$ cat src/rtl/smm_rc_pkg.sv
package smm_rc_pkg;

  typedef enum logic [1:0] {
    RT_DRAM = 2'd0,
    RT_BUS  = 2'd1,
    RT_SINK = 2'd2
  } route_e;

  // control lane: bit2 lock, bit1 global enable, bit0 open
  typedef struct packed {
    logic lock;
    logic glob_en;
    logic open;
  } ctl_t;

  // extended lane: [3:2] size code, [1] segment enable, [0] high enable
  typedef struct packed {
    logic [1:0] seg_sz;
    logic       seg_en;
    logic       high_en;
  } ext_t;

  localparam int CTL_W = $bits(ctl_t);
  localparam int EXT_W = $bits(ext_t);

  localparam ctl_t CTL_RST = '{lock: 1'b0, glob_en: 1'b1, open: 1'b0};
  localparam ext_t EXT_RST = '{seg_sz: 2'd0, seg_en: 1'b0, high_en: 1'b0};

endpackage

$ cat src/rtl/smm_cfg_regs.sv
module smm_cfg_regs
  import smm_rc_pkg::*;
(
  input  logic                   clk,
  input  logic                   rst_n,
  input  logic                   cfg_we,
  input  logic [1:0]             cfg_be,
  input  logic [CTL_W+EXT_W-1:0] cfg_wdata,
  output ctl_t                   ctl_q,
  output ext_t                   ext_q
);

  ctl_t ctl_d;
  ext_t ext_d;
  logic ctl_en;
  logic ext_en;
  ctl_t ctl_wr;

  // Lanes are accepted only while unlocked; the mask is sampled before the write.
  assign ctl_en = cfg_we & cfg_be[0] & ~ctl_q.lock;
  assign ext_en = cfg_we & cfg_be[1] & ~ctl_q.lock;
  assign ctl_wr = ctl_t'(cfg_wdata[CTL_W-1:0]);

  always_comb begin
    ctl_d = ctl_q;
    ext_d = ext_q;
    if (ctl_en) begin
      ctl_d.lock    = ctl_wr.lock;
      ctl_d.glob_en = ctl_wr.glob_en;
      ctl_d.open    = ctl_wr.open & ~ctl_wr.lock;
    end
    if (ext_en) begin
      ext_d = ext_t'(cfg_wdata[CTL_W+EXT_W-1:CTL_W]);
    end
  end

  always_ff @(posedge clk or negedge rst_n) begin
    if (!rst_n) begin
      ctl_q <= CTL_RST;
    end else if (ctl_en) begin
      ctl_q <= ctl_d;
    end
  end

  always_ff @(posedge clk or negedge rst_n) begin
    if (!rst_n) begin
      ext_q <= EXT_RST;
    end else if (ext_en) begin
      ext_q <= ext_d;
    end
  end

  // lock is one-way
  p_lock_sticky_r2: assert property (@(posedge clk) disable iff (!rst_n)
    ctl_q.lock |=> ctl_q.lock);

  // open never coexists with lock
  p_open_low_locked_r2: assert property (@(posedge clk) disable iff (!rst_n)
    ctl_q.lock |-> !ctl_q.open);

  // both registers frozen once locked
  p_frozen_r3: assert property (@(posedge clk) disable iff (!rst_n)
    ctl_q.lock |=> ($stable(ctl_q) && $stable(ext_q)));

endmodule

$ cat src/rtl/smm_win_match.sv
module smm_win_match #(
  parameter int          AW     = 32,
  parameter logic [31:0] BASE   = 32'h000A_0000,
  parameter logic [31:0] SIZE   = 32'h0002_0000,
  parameter logic [31:0] TARGET = 32'h000A_0000
) (
  input  logic [AW-1:0] addr,
  output logic          hit,
  output logic [AW-1:0] xlat
);

  localparam logic [AW-1:0] BASE_A   = AW'(BASE);
  localparam logic [AW-1:0] LIMIT_A  = AW'(BASE + SIZE);
  localparam logic [AW-1:0] TARGET_A = AW'(TARGET);

  assign hit  = (addr >= BASE_A) && (addr < LIMIT_A);
  assign xlat = TARGET_A + (addr - BASE_A);

endmodule

$ cat src/rtl/smm_route_decode.sv
module smm_route_decode
  import smm_rc_pkg::*;
#(
  parameter int          AW          = 32,
  parameter logic [31:0] LEGACY_BASE = 32'h000A_0000,
  parameter logic [31:0] ALIAS_BASE  = 32'hFEDA_0000,
  parameter logic [31:0] WIN_SIZE    = 32'h0002_0000
) (
  input  logic          clk,
  input  logic          rst_n,
  input  ctl_t          ctl_q,
  input  ext_t          ext_q,
  input  logic [AW-1:0] acc_addr,
  input  logic          acc_smm,
  input  logic [AW-1:0] mem_top,
  output route_e        route,
  output logic [AW-1:0] route_addr
);

  localparam int          NWIN = 2;
  localparam int          W_LEG = 0;
  localparam int          W_ALI = 1;
  localparam logic [AW-1:0] MB = AW'(32'h0010_0000);

  logic [NWIN-1:0] win_hit;
  logic [AW-1:0]   win_xlat [NWIN];

  for (genvar g = 0; g < NWIN; g++) begin : g_win
    localparam logic [31:0] WB = (g == W_LEG) ? LEGACY_BASE : ALIAS_BASE;
    smm_win_match #(
      .AW(AW), .BASE(WB), .SIZE(WIN_SIZE), .TARGET(LEGACY_BASE)
    ) u_win (
      .addr(acc_addr),
      .hit (win_hit[g]),
      .xlat(win_xlat[g])
    );
  end

  logic [AW-1:0] seg_size;
  logic [AW-1:0] seg_base;
  logic          seg_hit;

  always_comb begin
    seg_size = '0;
    if (ext_q.seg_en) begin
      unique case (ext_q.seg_sz)
        2'd0:    seg_size = MB;
        2'd1:    seg_size = MB << 1;
        2'd2:    seg_size = MB << 3;
        default: seg_size = '0;
      endcase
    end
  end

  assign seg_base = mem_top - seg_size;
  assign seg_hit  = (seg_size != '0) && (acc_addr >= seg_base) && (acc_addr < mem_top);

  route_e plain_rt;
  logic   plain_ali;

  // view of a non-SMM requester
  always_comb begin
    plain_ali = 1'b0;
    if (seg_hit) begin
      plain_rt = RT_SINK;
    end else if (win_hit[W_LEG]) begin
      plain_rt = (ctl_q.open && !ext_q.high_en) ? RT_DRAM : RT_BUS;
    end else if (win_hit[W_ALI] && ctl_q.open && ext_q.high_en) begin
      plain_rt  = RT_DRAM;
      plain_ali = 1'b1;
    end else begin
      plain_rt = (acc_addr < mem_top) ? RT_DRAM : RT_BUS;
    end
  end

  logic sel_ali;

  always_comb begin
    route   = plain_rt;
    sel_ali = plain_ali;
    if (acc_smm) begin
      if (seg_hit) begin
        route   = RT_DRAM;
        sel_ali = 1'b0;
      end else if (ctl_q.glob_en && !ext_q.high_en && win_hit[W_LEG]) begin
        route   = RT_DRAM;
        sel_ali = 1'b0;
      end else if (ctl_q.glob_en && ext_q.high_en && win_hit[W_ALI]) begin
        route   = RT_DRAM;
        sel_ali = 1'b1;
      end
    end
  end

  assign route_addr = sel_ali ? win_xlat[W_ALI] : acc_addr;

  // the sink only ever serves non-SMM requesters
  p_no_sink_smm_r8: assert property (@(posedge clk) disable iff (!rst_n)
    acc_smm |-> (route != RT_SINK));

  // SMM segment accesses reach DRAM untranslated
  p_seg_smm_dram_r9: assert property (@(posedge clk) disable iff (!rst_n)
    (acc_smm && seg_hit) |-> (route == RT_DRAM && route_addr == acc_addr));

  // translation only inside the alias window toward DRAM
  p_alias_xlat_r5: assert property (@(posedge clk) disable iff (!rst_n)
    (route_addr != acc_addr) |-> (win_hit[W_ALI] && route == RT_DRAM));

  // route code is always one of the three defined values
  p_route_legal_r10: assert property (@(posedge clk) disable iff (!rst_n)
    route inside {RT_DRAM, RT_BUS, RT_SINK});

endmodule

$ cat src/rtl/smm_region_ctrl.sv
module smm_region_ctrl
  import smm_rc_pkg::*;
#(
  parameter int          AW          = 32,
  parameter logic [31:0] LEGACY_BASE = 32'h000A_0000,
  parameter logic [31:0] ALIAS_BASE  = 32'hFEDA_0000,
  parameter logic [31:0] WIN_SIZE    = 32'h0002_0000
) (
  input  logic                   clk,
  input  logic                   rst_n,
  input  logic                   cfg_we,
  input  logic [1:0]             cfg_be,
  input  logic [CTL_W+EXT_W-1:0] cfg_wdata,
  input  logic [AW-1:0]          acc_addr,
  input  logic                   acc_smm,
  input  logic [AW-1:0]          mem_top,
  output logic [1:0]             route,
  output logic [AW-1:0]          route_addr
);

  ctl_t   ctl_q;
  ext_t   ext_q;
  route_e rt;

  smm_cfg_regs u_regs (
    .clk      (clk),
    .rst_n    (rst_n),
    .cfg_we   (cfg_we),
    .cfg_be   (cfg_be),
    .cfg_wdata(cfg_wdata),
    .ctl_q    (ctl_q),
    .ext_q    (ext_q)
  );

  smm_route_decode #(
    .AW(AW), .LEGACY_BASE(LEGACY_BASE), .ALIAS_BASE(ALIAS_BASE), .WIN_SIZE(WIN_SIZE)
  ) u_dec (
    .clk       (clk),
    .rst_n     (rst_n),
    .ctl_q     (ctl_q),
    .ext_q     (ext_q),
    .acc_addr  (acc_addr),
    .acc_smm   (acc_smm),
    .mem_top   (mem_top),
    .route     (rt),
    .route_addr(route_addr)
  );

  assign route = rt;

endmodule

$ cat config.mk
export PLATFORM = sky130hd
export DESIGN_NAME = smm_region_ctrl
export DESIGN_NICKNAME = d
export VERILOG_FILES = /design/src/rtl/smm_rc_pkg.sv /design/src/rtl/smm_cfg_regs.sv /design/src/rtl/smm_win_match.sv /design/src/rtl/smm_route_decode.sv /design/src/rtl/smm_region_ctrl.sv
export SDC_FILE = /design/constraint.sdc
export NUM_CORES = 1
export LEC_CHECK = 0
export BUFFER_PORTS_ARGS = -buffer_cell sky130_fd_sc_hd__buf_4
export CAP_MARGIN = 40
export CELL_PAD_IN_SITES_DETAIL_PLACEMENT = 0
export CELL_PAD_IN_SITES_GLOBAL_PLACEMENT = 1
export CORE_MARGIN = 10
export CORE_UTILIZATION = 34
export DETAILED_ROUTE_END_ITERATION = 6
export HOLD_SLACK_MARGIN = 0.15
export PLACE_DENSITY = 0.95
export SLEW_MARGIN = 0
export SYNTH_ARGS = -nofsm -noshare
export SYNTH_HDL_FRONTEND = slang
export SYNTH_SLANG_ARGS = --single-unit
$ cat constraint.sdc
create_clock -name clk -period 7.25 [get_ports clk]
set_clock_uncertainty 0.05 [all_clocks]
set_input_delay 0.725 -clock clk [delete_from_list [all_inputs] [get_ports clk]]
set_output_delay 0.725 -clock clk [all_outputs]
set_load 0.02 [all_outputs]
**Word level (Yosys, flattened, before mapping)**

Cells that the tools add are included.

- Flip-flop bits (word level): 7
- Bits of input ports: 77
- Word-level logic and storage cells: 57

- $add $sub $neg: 3
- Order comparisons: 6
- Eq/ne operators: 2
- Mux-type cells: 19
- Bitwise operators: 7
- Reductions and logical operators: 14

Operators by type and width:

| operator | number |
|---|---|
| $pmux 24 s3 | 1 |
| $mux 32 | 2 |
| $add 20x32->32 const A | 1 |
| $ge 32x20->1 const B | 1 |
| $ge 32x32->1 | 1 |
| $ge 32x32->1 const B | 1 |
| $lt 32x20->1 const B | 1 |
| $lt 32x32->1 | 1 |
| $lt 32x32->1 const B | 1 |
| $reduce_bool 32->1 | 1 |
| $sub 32x32->32 | 1 |
| $sub 32x32->32 const B | 1 |
| $mux 2 | 7 |
| $logic_and 1x1->1 | 11 |
| $mux 1 | 9 |
| $and 1x1->1 | 5 |
| $eq 2x1->1 const B | 1 |
| $eq 2x2->1 const B | 1 |
| $logic_not 2->1 | 1 |
| $not 1->1 | 2 |
| $logic_not 1->1 | 1 |

**Logic depth before layout (Yosys ltp)**

Gate-level depths: netlist (run 1).

- Word-level depth: 13
- Depth in mapped cells: 16
- Mapped depth without buffers: 16

**Cells and area by module**

From an unflattened synthesis (run 1), not the netlist that was laid out.

- Cell total of the unflattened synthesis: 342
- Area, all modules: 2917.8 µm²

Modules (own cells, without submodules):

| module | instances | cells an instance | area an instance (µm²) | sequential area each (µm²) |
|---|---|---|---|---|
| smm_route_decode | 1 | 234 | 1926.8 | 0.0 |
| smm_win_match at u_dec.g_win[1].u_win | 1 | 54 | 401.6 | 0.0 |
| smm_cfg_regs | 1 | 17 | 305.3 | 176.4 |
| smm_win_match at u_dec.g_win[0].u_win | 1 | 37 | 284.0 | 0.0 |

**Least setup slack after synthesis (run 1)**

OpenSTA, ideal clock, no wires.

- Kind: input to output
- From: input mem_top[20]
- To: output route[0]
- Arrival: 3.805 ns
- Path slack: 2.670 ns
- Stages: 16
- Cells stage by stage: inv_1 ha_1 inv_1 fa_1 o21ai_0 nand2_1 nor4_1 xnor2_1 ha_1 nand4_1 nor3_1 a21oi_1 o211ai_1 a31oi_2 nor2_1 a211oi_1

- Longest elaborated chain between the ends: 9

Ends and longest elaborated chain:

| element | RTL line | RTL |
|---|---|---|
| from (decl) | smm_region_ctrl.sv:16 | `input logic [AW-1:0] mem_top,` |
| $sub 32x32->32 or $lt 32x32->1 (tied branches) | smm_route_decode.sv:55, smm_route_decode.sv:56, smm_route_decode.sv:72 |  |
| $ge 32x32->1 or $mux 1 (tied branches) | smm_route_decode.sv:56, smm_route_decode.sv:72 |  |
| $logic_and 1x1->1 or $mux 2 (tied branches) | smm_route_decode.sv:56, smm_route_decode.sv:68 |  |
| $logic_and 1x1->1 or $mux 2 (tied branches) | smm_route_decode.sv:56, smm_route_decode.sv:66 |  |
| $mux 2 | smm_route_decode.sv:64 | `if (seg_hit) begin` |
| $mux 2 | smm_route_decode.sv:88 | `end else if (ctl_q.glob_en && ext_q.high_en && win_hit[W_ALI]) begin` |
| $mux 2 | smm_route_decode.sv:85 | `end else if (ctl_q.glob_en && !ext_q.high_en && win_hit[W_LEG]) begin` |
| $mux 2 | smm_route_decode.sv:82 | `if (seg_hit) begin` |
| $mux 2 * | smm_route_decode.sv:81 | `if (acc_smm) begin` |
| to (decl) | smm_region_ctrl.sv:17 | `output logic [1:0] route,` |

Mark *: on every way between the ends. The rest lies on a longest branch, timed or not.

**Worst setup path in the final report (run 1)**

- From: register, netlist name u_regs.ext_q[1]
- To: output route_addr[20]

- Longest elaborated chain between the ends: 11

Ends and longest elaborated chain:

| element | RTL line | RTL |
|---|---|---|
| $mux 32 * | smm_route_decode.sv:45 | `if (ext_q.seg_en) begin` |
| $sub 32x32->32 | smm_route_decode.sv:55 | `assign seg_base = mem_top - seg_size;` |
| $ge 32x32->1 | smm_route_decode.sv:56 | `assign seg_hit = (seg_size != '0) && (acc_addr >= seg_base) && (acc_addr < mem_top);` |
| $logic_and 1x1->1 * (2 in a row) | smm_route_decode.sv:56 |  |
| $mux 1 | smm_route_decode.sv:64 |  |
| $mux 1 | smm_route_decode.sv:88 |  |
| $mux 1 | smm_route_decode.sv:85 |  |
| $mux 1 | smm_route_decode.sv:82 |  |
| $mux 1 * | smm_route_decode.sv:81 |  |
| $mux 32 * | smm_route_decode.sv:95 | `assign route_addr = sel_ali ? win_xlat[W_ALI] : acc_addr;` |
| to (decl) | smm_region_ctrl.sv:18 | `output logic [AW-1:0] route_addr` |

Marks and branches as above.

==> impl_metrics.csv, run 1 <==
group,metric,value,unit
timing,max_freq,0.199,GHz
timing,final_hold_viol_count,0,
routing,first_pass_iters,4,
min_path,hold_class,"primary input to asynchronous set/reset pin",
synth,ys.flop_type,"dfrtp_1",
synth,synth_area_per_cell,7.81,um2
clock_tree,cts_inserted_buffers,3,
synth,synth_top_area_share,0.291,
global_routing,grt_pass1_vias,2301,
global_routing,grt_pass1_wl,10600,um
floorplan,die_y,98.8,um
critical_path,regToRegEndpoint,"u_regs.ext_q[3]",
synth,synth-seq-area-share,0.0836,
routing,ant_nets,0,
critical_path,r2r_cells,3,
power,leakagePower,1.47,nW
global_routing,grt_util_all_layers,0.127,
critical_path,end_kind,"primary output",
clock_tree,clock_sinks,7,
placement,dpl.hpwl,6070,um
critical_path,cp.required,6.47,ns
floorplan,dieArea,9760,um2
power,powerDensity,109,nW/um2
critical_path,path_delay_family,"compound AO/OA/AOI/OAI gates",
global_routing,grt_max_degree,8,
timing,relSlewSlack,0.555,
timing,setup_viol,0,
synth,synth_common_cells,"49 x ha_1, 36 x inv_1, 21 x nand2_1, 20 x buf_4, 19 x a21oi_1",
clock_tree,clock_path_buffers,2,
synth,synth-seq-cells,7,
placement,post-place-ws,2.31,ns
floorplan,core,5960,um2
power,peakVddDrop,0.101,mV
synth,yosysMostFrequentCell,"ha_1",
synth,synth_cell_type_count,45,
floorplan,start_util,0.354,
critical_path,reg2reg_from,"u_regs.ctl_q[2]",
floorplan,die_x,98.8,um
final_layout,fin_nets,492,
critical_path,critPathMaxFanout,6,
critical_path,max_stage_delay,0.46,ns
timing,max_slew.worst_pin.slew,0.661,ns
clock_tree,cts_hold_buf,0,
routing,wl,6610,um
routing,wl_per_cell,15.1,um
synth,synth_largest_area_cell,"ha_1",
synth,synth_warnings,0,
synth,synth_area_leaders,"ha_1 29%, buf_4 7.1%, dfrtp_1 7.1%, inv_1 6.4%, a21oi_1 4.5%",
synth,netlist_instances,270,
timing,setup-tns-final,0,ns
final_layout,area_delta_synth_final,38.7,%
synth,syn-num-nets,397,
outcome,status,"finished, final reports clean",
run,drv_cap,0,
critical_path,crit_buf_inv,2,
critical_path,rrSetupSlack,6.12,ns
clock_tree,insertion_delay,0.23,ns
critical_path,crit_arrival,4.24,ns
routing,drc,0,
final_layout,diodes,0,
critical_path,critPathLaunchType,"register",
clock_tree,post_cts_buffers,0,
timing,rsz0062_at_grt,"no",
floorplan,num_rows,28,
timing,slew_violations,0,
final_layout,drive_above_1_share,0.365,
routing,vias_per_cell,5.06,
placement,io_buffers,110,
timing,worst_slack,2.23,ns
timing,min_period,5.02,ns
timing,period_share,0.692,
clock_tree,htreeDepth,1,
clock_tree,cts_resized,0,
clock_tree,path_clk_slew,0.04,ns
critical_path,crit_chain,"nor3b_1 > ha_1 > inv_1 > fa_1 > o21ai_0 > nand2_1 > nor4_1 > xnor2_1 > ha_1 > nand4_1 > nor3_1 > nand4_1 > a41oi_2 > a31oi_2 > o221ai_4 > a21boi_2 > buf_4",
global_routing,grt_overflow,0,
critical_path,critPathKind,"register to primary output",
global_routing,antenna_found_initial,0,
placement,place_congestion,0.901,
synth,synthesis.area,2110,um2
synth,synthArstFlopShare,1.00,
routing,drt_iter0_markers,86,
clock_tree,root_buffer,"clkbuf_8",
routing,vias,2221,
floorplan,ios,111,
clock_tree,cts_tree,"done",
synth,synth_edf_count,0,
critical_path,cp_slowest_cell,"dfrtp_1",
## layout make-up
type,instances,area (um2)
clock buffer,3,41.3
clock inverter,1,5.00
fill,605,3030
inverter,36,135
multi-input combinational,207,1650
sequential,7,176
tap,75,93.8
timing repair buffer,110,826
## sequential cells by signal (all words and copies together) (netlist names)
signal / cells
u_regs.ctl_q: 3
u_regs.ext_q: 4
## power by group
group          leakage, nW  internal (mW)  switching (mW)
Sequential          0.0803         0.0506          0.0121
Clock               0.0255         0.0373          0.0179
Combinational         1.36         0.0984           0.102
Total                 1.47          0.186           0.132
## routing by layer
| metal | GRT usage | part of all wire |
|---|---|---|
| met1 | 0.150 | 0.44 |
| met4 | 0.0187 | 0 |
| met3 | 0.0223 | 0.048 |
| met5 | 0 | 0 |
| met2 | 0.233 | 0.51 |
## kinds of logic after synthesis
family / count (synthesis) / synth area share
AO/OA/AOI/OAI: 56 / 0.189
AND/OR/NAND/NOR: 87 / 0.228
multiplexers: 5 / 0.0267
buffers and inverters: 56 / 0.135
adder cells (fa/ha/maj): 50 / 0.300
flip-flops: 7 / 0.0836
XOR/XNOR: 9 / 0.0374
## how the worst max path moves through the flow
stage                               start        endpoint  slack, ns  depth (start not counted)
after detailed placement      mem_top[20]  route_addr[20]       2.31                         18
after CTS                 u_regs.ext_q[1]  route_addr[20]       2.25                         17
after global routing      u_regs.ext_q[1]  route_addr[20]       1.87                         17
after global placement        mem_top[20]  route_addr[20]       2.40                         18
final                     u_regs.ext_q[1]  route_addr[20]       2.23                         17
after floorplan               mem_top[20]        route[0]       2.67                         16
## placed cells by master, fill, tap and decap left out, drive strengths merged, types with 5 or more instances in the layout
master	n
nand3	8
buf	110
mux2	5
o21ai	12
o21a	5
ha	49
xnor2	7
nand2	21
nor4	10
and2	5
inv	36
dfrtp	6
a21oi	19
nand4	12
nor2	12
## through the flow
stage                     power (mW)  utilization  std cells  hold slack [ns]  area (um2)
after floorplan                0.185            -        270            0.379        2110
after global placement         0.260        0.483        435            0.401        2880
after detailed placement       0.265        0.483        435            0.411        2880
after CTS                      0.322        0.491        439            0.243        2930
after global routing           0.352        0.491        439            0.243        2930
final                          0.319        0.491        439            0.247        2930
(Power assumes the default switching activity.)
==> run 2: changes to the inputs <==
--- a/config.mk
+++ b/config.mk
@@ -10,10 +10,10 @@
 export CELL_PAD_IN_SITES_DETAIL_PLACEMENT = 0
 export CELL_PAD_IN_SITES_GLOBAL_PLACEMENT = 1
 export CORE_MARGIN = 10
-export CORE_UTILIZATION = 34
+export CORE_UTILIZATION = 32
 export DETAILED_ROUTE_END_ITERATION = 6
 export HOLD_SLACK_MARGIN = 0.15
-export PLACE_DENSITY = 0.95
+export PLACE_DENSITY = 0.94
 export SLEW_MARGIN = 0
 export SYNTH_ARGS = -nofsm -noshare
 export SYNTH_HDL_FRONTEND = slang
==> constraint.sdc (replaced) <==
create_clock -name clk -period 5 [get_ports clk]
set_clock_uncertainty 0.05 [all_clocks]
set_input_delay 0.5 -clock clk [delete_from_list [all_inputs] [get_ports clk]]
set_output_delay 0.5 -clock clk [all_outputs]
set_load 0.02 [all_outputs]
==> impl_metrics.csv, run 2 (synthesized netlist as in run 1, its figures left out) <==
group,metric,value,unit
floorplan,die_y,101,um
final_layout,final_common_cell,"buf_4",
min_path,hold_class,"register to register",
timing,final_hold_viol_count,0,
critical_path,end_kind,"primary output",
critical_path,crit_chain,"nor3b_1 > ha_1 > inv_1 > fa_1 > o21ai_1 > nand2_1 > nor4_1 > xnor2_1 > ha_1 > nand4_1 > nor3_2 > nand4_1 > a41oi_2 > a31oi_2 > o221ai_4 > a21boi_2 > buf_4",
floorplan,start_util,0.330,
clock_tree,cts_inserted_buffers,3,
clock_tree,insertion_delay,0.22,ns
power,power,0.462,mW
critical_path,rrSetupSlack,3.84,ns
timing,period_share,0.925,
timing,max_freq,0.216,GHz
placement,dpl.cell_count,437,
final_layout,fin_area,2940,um2
floorplan,dieArea,10200,um2
critical_path,path_delay_family,"simple AND/OR/NAND/NOR gates",
timing,rsz0062_at_grt,"no",
final_layout,multi_input_comb_area,1650,um2
clock_tree,path_clk_slew,0.04,ns
final_layout,regArea,176,um2
global_routing,grt_pass1_vias,2405,
timing,slew_violations,0,
global_routing,grt_overflow,0,
run,drv_cap,0,
clock_tree,clock_sinks,7,
critical_path,worst-path-stages,17,
clock_tree,htreeDepth,1,
floorplan,die_x,101,um
critical_path,crit_buf_inv,2,
critical_path,critPathLaunchType,"register",
global_routing,grt_util_all_layers,0.129,
global_routing,antenna_found_initial,0,
timing,setup_viol,0,
final_layout,reg_top3,"u_regs.ext_q (4), u_regs.ctl_q (3)",
timing,holdWs,0.416,ns
routing,wl,7060,um
outcome,status,"finished, final reports clean",
critical_path,crit_arrival,4.08,ns
routing,drt_iter0_markers,57,
final_layout,finalNonFillerCells,442,
critical_path,regToRegEndpoint,"u_regs.ext_q[2]",
critical_path,reg2reg_from,"u_regs.ctl_q[2]",
critical_path,critPathKind,"register to primary output",
global_routing,grt_max_degree,8,
final_layout,nFillCells,645,
critical_path,max_stage_delay,0.45,ns
routing,vias_per_cell,5.10,
routing,drc,0,
final_layout,fin_nets,493,
power,leakagePower,1.47,nW
final_layout,regMostFlops,"u_regs.ext_q",
timing,min_period,4.63,ns
placement,place_area,2880,um2
final_layout,diodes,0,
placement,dpl.hpwl,6360,um
floorplan,core,6390,um2
placement,place_congestion,0.854,
critical_path,worstSetupEndpoint,"route_addr[20]",
placement,io_buffers,110,
critical_path,r2r_cells,3,
power,peakVddDrop,0.187,mV
clock_tree,post_cts_buffers,0,
final_layout,drive_above_1_share,0.364,
routing,vias,2254,
floorplan,num_rows,29,
global_routing,grt_pass1_wl,11300,um
power,powerDensity,157,nW/um2
timing,max_slew.worst_pin.slew,0.658,ns
routing,wl_per_cell,16.0,um
clock_tree,clock_path_buffers,2,
timing,setup-tns-final,0,ns
timing,relSlewSlack,0.557,
clock_tree,cts_tree,"done",
final_layout,area_delta_synth_final,39.4,%
routing,first_pass_iters,4,
critical_path,startpoint,"u_regs.ext_q[1]",
final_layout,final_cell_mix,"110 x buf_4, 49 x ha_1, 36 x inv_1",
final_layout,largest_reg_flops,4,
clock_tree,root_buffer,"clkbuf_8",
floorplan,ios,111,
routing,ant_nets,0,
critical_path,critPathMaxFanout,6,
critical_path,cp_slowest_cell,"dfrtp_1",
critical_path,cp.required,4.45,ns
## run 2: layer usage
layer	wire length (um)	GRT usage
met1	2690	0.140
met3	521	0.0327
met5	0	0
met2	3770	0.252
met4	72	0.0129
## run 2: how the worst min path moves through the flow
stage                    start         endpoint  cells after the start
5_1_grt        u_regs.ctl_q[2]  u_regs.ctl_q[2]                      1
2_1_floorplan            rst_n  u_regs.ctl_q[0]                      0
3_3_place_gp             rst_n  u_regs.ctl_q[2]                      1
6_report       u_regs.ctl_q[2]  u_regs.ctl_q[2]                      1
4_1_cts        u_regs.ctl_q[2]  u_regs.ctl_q[2]                      1
3_5_place_dp             rst_n  u_regs.ctl_q[2]                      1
## run 2: final cells by class
class                           instances  area share
Inverter                               36      0.0459
Tap cell                               77      0.0328
Sequential cell                         7      0.0600
Multi-Input combinational cell        207       0.562
Clock buffer                            4      0.0153
Timing Repair Buffer                  111       0.284
## run 2: metrics by stage
| stage | util | worst slack (ns) |
|---|---|---|
| 2_1_floorplan | - | 0.817 |
| 3_3_place_gp | 0.451 | 0.605 |
| 3_5_place_dp | 0.451 | 0.460 |
| 4_1_cts | 0.460 | 0.215 |
| 5_1_grt | 0.461 | 0.0625 |
| 6_report | 0.461 | 0.374 |
## run 2: what timing repair did
action | in CTS | in global routing
endpoints found under the setup margin | 0 | 12
hold buffers | 1 | 0
endpoints found under the hold margin | 6 | 0
resized for setup | 0 | 2
## run 2: report_power, final
group          internal (mW)  switching (mW)
Clock                 0.0550          0.0224
Sequential            0.0734          0.0162
Combinational          0.143           0.152
